### src/rtl/scan_pkg.sv
package scan_pkg;

  localparam int IR_W = 4;

  typedef enum logic [3:0] {
    ST_TLR    = 4'd0,  ST_RTI    = 4'd1,  ST_SEL_DR = 4'd2,  ST_CAP_DR = 4'd3,
    ST_SH_DR  = 4'd4,  ST_EX1_DR = 4'd5,  ST_PA_DR  = 4'd6,  ST_EX2_DR = 4'd7,
    ST_UP_DR  = 4'd8,  ST_SEL_IR = 4'd9,  ST_CAP_IR = 4'd10, ST_SH_IR  = 4'd11,
    ST_EX1_IR = 4'd12, ST_PA_IR  = 4'd13, ST_EX2_IR = 4'd14, ST_UP_IR  = 4'd15
  } tap_st_e;

  localparam logic [IR_W-1:0] OP_EXTEST = 4'b0000;
  localparam logic [IR_W-1:0] OP_IDCODE = 4'b0001;
  localparam logic [IR_W-1:0] OP_HIGHZ  = 4'b0100;
  localparam logic [IR_W-1:0] OP_SAMPLE = 4'b0101;
  localparam logic [IR_W-1:0] OP_BYPASS = 4'b1111;
  localparam logic [IR_W-1:0] IR_CAPT   = 4'b0001;

  typedef enum logic [1:0] { DR_BYP = 2'd0, DR_ID = 2'd1, DR_BSR = 2'd2 } dr_sel_e;

  typedef struct packed {
    dr_sel_e sel;
    logic    test_mode;
    logic    hiz;
  } op_dec_t;

  // Instruction decode: scan path, pin test mode, global output disable.
  function automatic op_dec_t decode_op(logic [IR_W-1:0] op);
    op_dec_t d;
    d = '{sel: DR_BYP, test_mode: 1'b0, hiz: 1'b0};
    case (op)
      OP_EXTEST: d = '{sel: DR_BSR, test_mode: 1'b1, hiz: 1'b0};
      OP_IDCODE: d.sel = DR_ID;
      OP_HIGHZ:  d.hiz = 1'b1;
      OP_SAMPLE: d.sel = DR_BSR;
      default:   d.sel = DR_BYP;
    endcase
    return d;
  endfunction

  // Controller transition graph.
  function automatic tap_st_e tap_next(tap_st_e s, logic tms);
    tap_st_e n;
    case (s)
      ST_TLR:    n = tms ? ST_TLR    : ST_RTI;
      ST_RTI:    n = tms ? ST_SEL_DR : ST_RTI;
      ST_SEL_DR: n = tms ? ST_SEL_IR : ST_CAP_DR;
      ST_CAP_DR: n = tms ? ST_EX1_DR : ST_SH_DR;
      ST_SH_DR:  n = tms ? ST_EX1_DR : ST_SH_DR;
      ST_EX1_DR: n = tms ? ST_UP_DR  : ST_PA_DR;
      ST_PA_DR:  n = tms ? ST_EX2_DR : ST_PA_DR;
      ST_EX2_DR: n = tms ? ST_UP_DR  : ST_SH_DR;
      ST_UP_DR:  n = tms ? ST_SEL_DR : ST_RTI;
      ST_SEL_IR: n = tms ? ST_TLR    : ST_CAP_IR;
      ST_CAP_IR: n = tms ? ST_EX1_IR : ST_SH_IR;
      ST_SH_IR:  n = tms ? ST_EX1_IR : ST_SH_IR;
      ST_EX1_IR: n = tms ? ST_UP_IR  : ST_PA_IR;
      ST_PA_IR:  n = tms ? ST_EX2_IR : ST_PA_IR;
      ST_EX2_IR: n = tms ? ST_UP_IR  : ST_SH_IR;
      ST_UP_IR:  n = tms ? ST_SEL_DR : ST_RTI;
      default:   n = ST_TLR;
    endcase
    return n;
  endfunction

endpackage

### src/rtl/scan_tap_fsm.sv
module scan_tap_fsm
  import scan_pkg::*;
(
  input  logic    tck,
  input  logic    trst_n,
  input  logic    tms,
  output tap_st_e state
);

  always_ff @(posedge tck or negedge trst_n) begin
    if (!trst_n) state <= ST_TLR;
    else         state <= tap_next(state, tms);
  end

endmodule

### src/rtl/scan_ir.sv
module scan_ir
  import scan_pkg::*;
(
  input  logic            tck,
  input  logic            trst_n,
  input  logic            tdi,
  input  tap_st_e         state,
  output logic [IR_W-1:0] ir_sr_q,
  output logic [IR_W-1:0] ir_q,
  output logic            ir_so
);

  // shift stage on the rising edge
  always_ff @(posedge tck or negedge trst_n) begin
    if (!trst_n) begin
      ir_sr_q <= IR_CAPT;
    end else if (state == ST_CAP_IR) begin
      ir_sr_q <= IR_CAPT;
    end else if (state == ST_SH_IR) begin
      ir_sr_q <= {tdi, ir_sr_q[IR_W-1:1]};
    end
  end

  // active instruction on the falling edge
  always_ff @(negedge tck or negedge trst_n) begin
    if (!trst_n) begin
      ir_q <= OP_IDCODE;
    end else if (state == ST_TLR) begin
      ir_q <= OP_IDCODE;
    end else if (state == ST_UP_IR) begin
      ir_q <= ir_sr_q;
    end
  end

  assign ir_so = ir_sr_q[0];

endmodule

### src/rtl/scan_bsr.sv
module scan_bsr
  import scan_pkg::*;
#(
  parameter int N_IN  = 4,
  parameter int N_OUT = 4,
  localparam int NB   = N_IN + N_OUT
) (
  input  logic             tck,
  input  logic             trst_n,
  input  logic             tdi,
  input  tap_st_e          state,
  input  logic             sel,
  input  logic [N_IN-1:0]  func_in,
  input  logic [N_OUT-1:0] core_out,
  output logic [NB-1:0]    upd_q,
  output logic             so
);

  logic [NB-1:0] sr_q;
  logic [NB-1:0] cap_vec;
  logic [NB-1:0] sh_in;

  assign cap_vec = {core_out, func_in};

  for (genvar i = 0; i < NB; i++) begin : g_cell
    if (i == NB - 1) begin : g_head
      assign sh_in[i] = tdi;
    end else begin : g_link
      assign sh_in[i] = sr_q[i+1];
    end

    always_ff @(posedge tck or negedge trst_n) begin
      if (!trst_n) begin
        sr_q[i] <= 1'b0;
      end else if (sel && state == ST_CAP_DR) begin
        sr_q[i] <= cap_vec[i];
      end else if (sel && state == ST_SH_DR) begin
        sr_q[i] <= sh_in[i];
      end
    end
  end

  always_ff @(negedge tck or negedge trst_n) begin
    if (!trst_n)                        upd_q <= '0;
    else if (sel && state == ST_UP_DR)  upd_q <= sr_q;
  end

  assign so = sr_q[0];

endmodule

### src/rtl/scan_port.sv
module scan_port
  import scan_pkg::*;
#(
  parameter int          N_IN   = 4,
  parameter int          N_OUT  = 4,
  parameter logic [31:0] IDCODE = 32'h2C4B_90A7
) (
  input  logic             tck,
  input  logic             trst_n,
  input  logic             tms,
  input  logic             tdi,
  output logic             tdo,
  output logic             tdo_oe,
  output logic [3:0]       tap_state,
  input  logic [N_IN-1:0]  func_in,
  input  logic [N_OUT-1:0] core_out,
  input  logic [N_OUT-1:0] core_oe,
  output logic [N_OUT-1:0] pin_out,
  output logic [N_OUT-1:0] pin_oe
);

  localparam int NB = N_IN + N_OUT;

  tap_st_e         st;
  logic [IR_W-1:0] ir_q;
  logic [IR_W-1:0] ir_sr_q;
  logic            ir_so;
  op_dec_t         dec;
  logic [NB-1:0]   bsr_upd;
  logic            bsr_so;
  logic [31:0]     id_sr;
  logic            byp_q;
  logic            dr_so;
  logic            tdo_nxt;
  logic            in_shift;

  // named events for the checker
  logic sel_bsr, sel_id, sel_byp;

  scan_tap_fsm u_fsm (
    .tck(tck), .trst_n(trst_n), .tms(tms), .state(st)
  );

  scan_ir u_ir (
    .tck(tck), .trst_n(trst_n), .tdi(tdi), .state(st),
    .ir_sr_q(ir_sr_q), .ir_q(ir_q), .ir_so(ir_so)
  );

  assign dec     = decode_op(ir_q);
  assign sel_bsr = (dec.sel == DR_BSR);
  assign sel_id  = (dec.sel == DR_ID);
  assign sel_byp = (dec.sel == DR_BYP);

  scan_bsr #(.N_IN(N_IN), .N_OUT(N_OUT)) u_bsr (
    .tck(tck), .trst_n(trst_n), .tdi(tdi), .state(st), .sel(sel_bsr),
    .func_in(func_in), .core_out(core_out), .upd_q(bsr_upd), .so(bsr_so)
  );

  always_ff @(posedge tck or negedge trst_n) begin
    if (!trst_n) begin
      id_sr <= '0;
      byp_q <= 1'b0;
    end else begin
      if (sel_id && st == ST_CAP_DR)     id_sr <= IDCODE;
      else if (sel_id && st == ST_SH_DR) id_sr <= {tdi, id_sr[31:1]};
      if (sel_byp && st == ST_CAP_DR)     byp_q <= 1'b0;
      else if (sel_byp && st == ST_SH_DR) byp_q <= tdi;
    end
  end

  always_comb begin
    case (dec.sel)
      DR_BSR:  dr_so = bsr_so;
      DR_ID:   dr_so = id_sr[0];
      default: dr_so = byp_q;
    endcase
  end

  assign in_shift = (st == ST_SH_DR) || (st == ST_SH_IR);
  assign tdo_nxt  = (st == ST_SH_IR) ? ir_so : dr_so;

  always_ff @(negedge tck or negedge trst_n) begin
    if (!trst_n) begin
      tdo    <= 1'b0;
      tdo_oe <= 1'b0;
    end else begin
      tdo    <= in_shift ? tdo_nxt : 1'b0;
      tdo_oe <= in_shift;
    end
  end

  assign tap_state = st;
  assign pin_out   = dec.test_mode ? bsr_upd[NB-1:N_IN] : core_out;
  assign pin_oe    = dec.hiz ? '0 : (dec.test_mode ? '1 : core_oe);

endmodule

### config.mk
export PLATFORM = sky130hd
export DESIGN_NAME = scan_port
export DESIGN_NICKNAME = d
export VERILOG_FILES = /design/src/rtl/scan_pkg.sv /design/src/rtl/scan_tap_fsm.sv /design/src/rtl/scan_ir.sv /design/src/rtl/scan_bsr.sv /design/src/rtl/scan_port.sv
export SDC_FILE = /design/constraint.sdc
export NUM_CORES = 1
export LEC_CHECK = 0
export BUFFER_PORTS_ARGS = -buffer_cell sky130_fd_sc_hd__buf_2
export CAP_MARGIN = 10
export CORE_UTILIZATION = 30
export DETAILED_ROUTE_END_ITERATION = 7
export GPL_TIMING_DRIVEN = 0
export PLACE_DENSITY = 0.55
export SKIP_CTS_REPAIR_TIMING = 1
export SYNTH_ARGS = -nofsm -noshare
export SYNTH_HDL_FRONTEND = slang
export SYNTH_SLANG_ARGS = --single-unit
### constraint.sdc
create_clock -name tck -period 4.8 [get_ports tck]
set_clock_uncertainty 0.05 [all_clocks]
set_input_delay 0.24 -clock tck [delete_from_list [all_inputs] [get_ports tck]]
set_output_delay 0.24 -clock tck [all_outputs]
set_load 0.05 [all_outputs]
-- Word level (Yosys, flattened, before mapping)
Index checks and enable logic that the tools add are counted.
- bits in registers: 63
- input port bits: 16
- eq/ne operators: 20
- multiplexer cells: 46
- reductions and logical operators: 20
- operator list (cell ; number):
    $mux W32 ; 2
    $pmux W4 S12 ; 1
    $mux W4 ; 11
    $eq A4 B4 Y1 const B ; 8
    $mux W1 ; 25
    $eq A4 B3 Y1 const B ; 6
    $reduce_bool A2 Y1 ; 5
    $eq A4 B1 Y1 const B ; 2
    $eq A4 B2 Y1 const B ; 2
    $logic_not A4 Y1 ; 2
    $logic_and A1 B1 Y1 ; 7
    $mux W2 ; 3
    $mux W3 ; 2
    $reduce_or A2 Y1 ; 3
    $pmux W2 S2 ; 1
    $reduce_or A3 Y1 ; 1
    $eq A2 B1 Y1 const B ; 1
    $eq A2 B2 Y1 const B ; 1
    $logic_not A2 Y1 ; 1
    $pmux W1 S2 ; 1
    $logic_or A1 B1 Y1 ; 1

-- Longest topological paths before layout
- depth after elaboration: 7
- depth in mapped cells: 9

-- Modules after synthesis
Synthesis repeated with hierarchy kept, for this count alone.
- cell total of the unflattened synthesis: 331
- area, all modules: 3120.5 um^2
- modules (own cells, without submodules) (module ; instances ; cells each ; area an instance (um^2) ; sequential area each (um^2)):
    scan_port ; 1 ; 187 ; 1591.5 ; 875.8
    scan_bsr ; 1 ; 67 ; 844.6 ; 400.4
    scan_ir ; 1 ; 40 ; 370.4 ; 202.7
    scan_tap_fsm ; 1 ; 37 ; 314.1 ; 100.1

==> metrics.cfg <==
[synthesis]
synth_area_leader_cell = dfrtp_1
yosys-top-cells-count = 48 x dfrtp_1, 27 x nor2_1, 21 x inv_1
synth_area_um2 = 2980
ys_ff_latch = 59
synthCells = 275
synth_edf_count = 0
ys_warn_count = 0
syn_nets = 294
synth_most_common_cell = dfrtp_1
async_reset_ff_share_pct = 100
ys_seq_area_share_pct = 49.7
yosys-top-cells-area = dfrtp_1 40%, mux2_4 8.1%, dfrtn_1 7.6%, mux2i_1 4.7%, mux2_2 4.5%
synth_ff_type = dfrtp_1
yosysTopAreaCellShare_pct = 40.3
synth_cell_types = 45
syn_avg_cell_area_um2 = 10.8

[power_and_ir_drop]
p_per_area_nw_per_um2 = 718
p_total_mw = 2.53
p_leak_nw = 1.64
p_clk_share_pct = 17.7
switchingPower_mw = 1.04
ir_drop_mv = 0.402
pwr-share-seq_pct = 32.5
p_sw_share_pct = 40.9
power_frac_comb_pct = 49.8
internal-power_mw = 1.50

[timing]
hold_slack_ps = -33.5
finalMaxSlewViolations = 0
max_slew_margin_pct = 42.3
tightest_slew_ps = 865
timing.setup.tns_ps = 0
finalSetupViolCount = 0
rsz0062_at_grt = no
hold_violations = 31
layout_setup_ws_ps = 158

[clocking]
cts_root_buf = clkbuf_8
clock_latency_ps = 380
cts_buffers = 9
htreeDepth = 3
cts_max_path_buffers = 2
clkSlewWorstSetupHoldPaths_ps = 70
cts_num_sinks = 59
cts_tree = built

[critical_path]
cp.arrival_ps = 4350
worstSetupPathType = flop to primary output
critPathCapture = pin_out[2]
required_ps = 4510
critPathMaxFanout = 6
r2r_start = u_ir.ir_q[0]
critPathLaunchType = flop
worstSetupEndpointType = primary output
reg2reg_to = u_bsr.so
critPathLaunch = u_ir.ir_q[1]
rrSetupSlack_ps = 180
reg2reg_depth = 7

[placed_design]
port_buffers = 28
dp_hpwl_mm = 4.11
postPlaceCellArea_um2 = 3310
gp_congestion = 0.844
dp_slack_ps = -382

[routing]
finalWirelength_mm = 6.06
num_vias = 2066
avgRoutedWirePerCell_um = 13.5
drt_iter0_drc = 68
viasPerCell = 4.59
ant_nets = 0
drc_errors = 0
firstDrtPassIters = 4

[global_routing]
grt_start_max_net_pins = 38
antenna_found_initial = 0
grt_pass1_vias = 2063
track_usage_pct = 13.2
overflow = 0
grt_pass1_wl_mm = 10.1

[die]
fp.dieH_um = 102
die-area_um2 = 10300
die_x_um = 102
placementRows = 35
core-area_um2 = 9420
start_util_pct = 31.6
io_pins = 30

[worst_hold_path]
worstHoldPathType = input port to asynchronous set/reset pin

[flow_run]
drv_cap = 0

[layout]
n_fill_cell = 933
multi_input_comb_area_um2 = 1340
nNetsFinal = 335
area_growth_syn_to_layout_pct = 18.4
drive_gt1_share_pct = 28.0
n_antenna_cell = 0
regArea_um2 = 1480
design_area_um2 = 3530

[status]
violations = hold timing
status = finished, violations left

[per-stage QoR]
| step | util [%] | cells |
|---|---|---|
| 4_1_cts | 37.1 | 449 |
| 6_report | 37.5 | 450 |
| 5_1_grt | 37.5 | 450 |
| 3_5_place_dp | 35.1 | 433 |
| 2_1_floorplan | - | 275 |
| 3_3_place_gp | 34.8 | 432 |
[worst max-delay path, cell delays in order (launching register included)]
cell	delay, ps
dfrtn_1	370
or2_2	370
nor3_4	290
mux2_2	380
buf_2	210
[kinds of logic after synthesis]
family / after synthesis / share of synthesized area (%)
AO/OA/AOI/OAI: 52 / 12.0
XOR/XNOR: 2 / 0.588
adder cells (fa/ha/maj): 3 / 1.26
buffers and inverters: 39 / 6.09
flip-flops: 59 / 49.7
multiplexers: 42 / 17.3
AND/OR/NAND/NOR: 78 / 13.1
[worst min-delay path by stage]
stage                        start        endpoint  slack, ps  cells after the start
global route                trst_n  u_bsr.sh_in[0]         20                      1
global placement    u_bsr.upd_q[4]  u_bsr.upd_q[4]        400                      1
finish                      trst_n        id_sr[6]        -30                      1
floorplan                   trst_n           byp_q       -110                      0
detailed placement          trst_n        id_sr[9]        370                      1
CTS                         trst_n        id_sr[6]        -10                      1
[layout make-up]
class | instances | area share (%)
Buffer | 17 | 2.84
Sequential cell | 59 | 41.9
Clock buffer | 13 | 4.22
Clock inverter | 4 | 1.24
Inverter | 20 | 2.13
Tap cell | 129 | 4.58
Multi-Input combinational cell | 177 | 37.9
Timing Repair Buffer | 31 | 5.18
[power by group through the flow]
| stage | combinational (mW) | clock (mW) | sequential, mW |
|---|---|---|---|
| finish | 1.26 | 0.448 | 0.822 |
| global route | 1.39 | 0.487 | 0.848 |
| CTS | 1.28 | 0.464 | 0.812 |
| detailed placement | 1.27 | 0.00261 | 0.817 |
| global placement | 1.25 | 0.00261 | 0.813 |
| floorplan | 0.957 | 0.00261 | 0.867 |
[sequential cells by signal, indices dropped and copies added, names as in the netlist]
| signal | cells |
|---|---|
| u_fsm.state | 4 |
| u_bsr.upd_q | 4 |
| id_sr | 32 |
| tdo | 1 |
| u_bsr.so | 1 |
| byp_q | 1 |
| u_bsr.sh_in | 7 |
| tdo_oe | 1 |
| u_ir.ir_q | 4 |
| u_ir.ir_sr_q | 4 |
[layer usage]
layer	up-vias	global-route usage [%]	share of wire, %
li1	1025	-	-
met1	998	16.8	49
met2	33	20.0	47
met3	10	4.42	3.1
met4	0	6.35	1.6
met5	-	0	0
[layout by cell type, fill, tap and decap left out, drive strengths merged, types with 3 or more instances in the layout]
master	synthesis	final
inv	21	21
nand2b	4	4
clkbuf	6	19
dfrtn	9	9
ha	3	3
mux2i	14	14
o21ai	13	13
buf	12	42
mux2	28	28
o22ai	10	10
dfrtp	48	48
nor2b	12	12
a2bb2oi	7	7
a21oi	8	8
nor2	27	27
nand2	15	15
nor3	5	5
No activity file was read; power rests on OpenSTA's default activity.
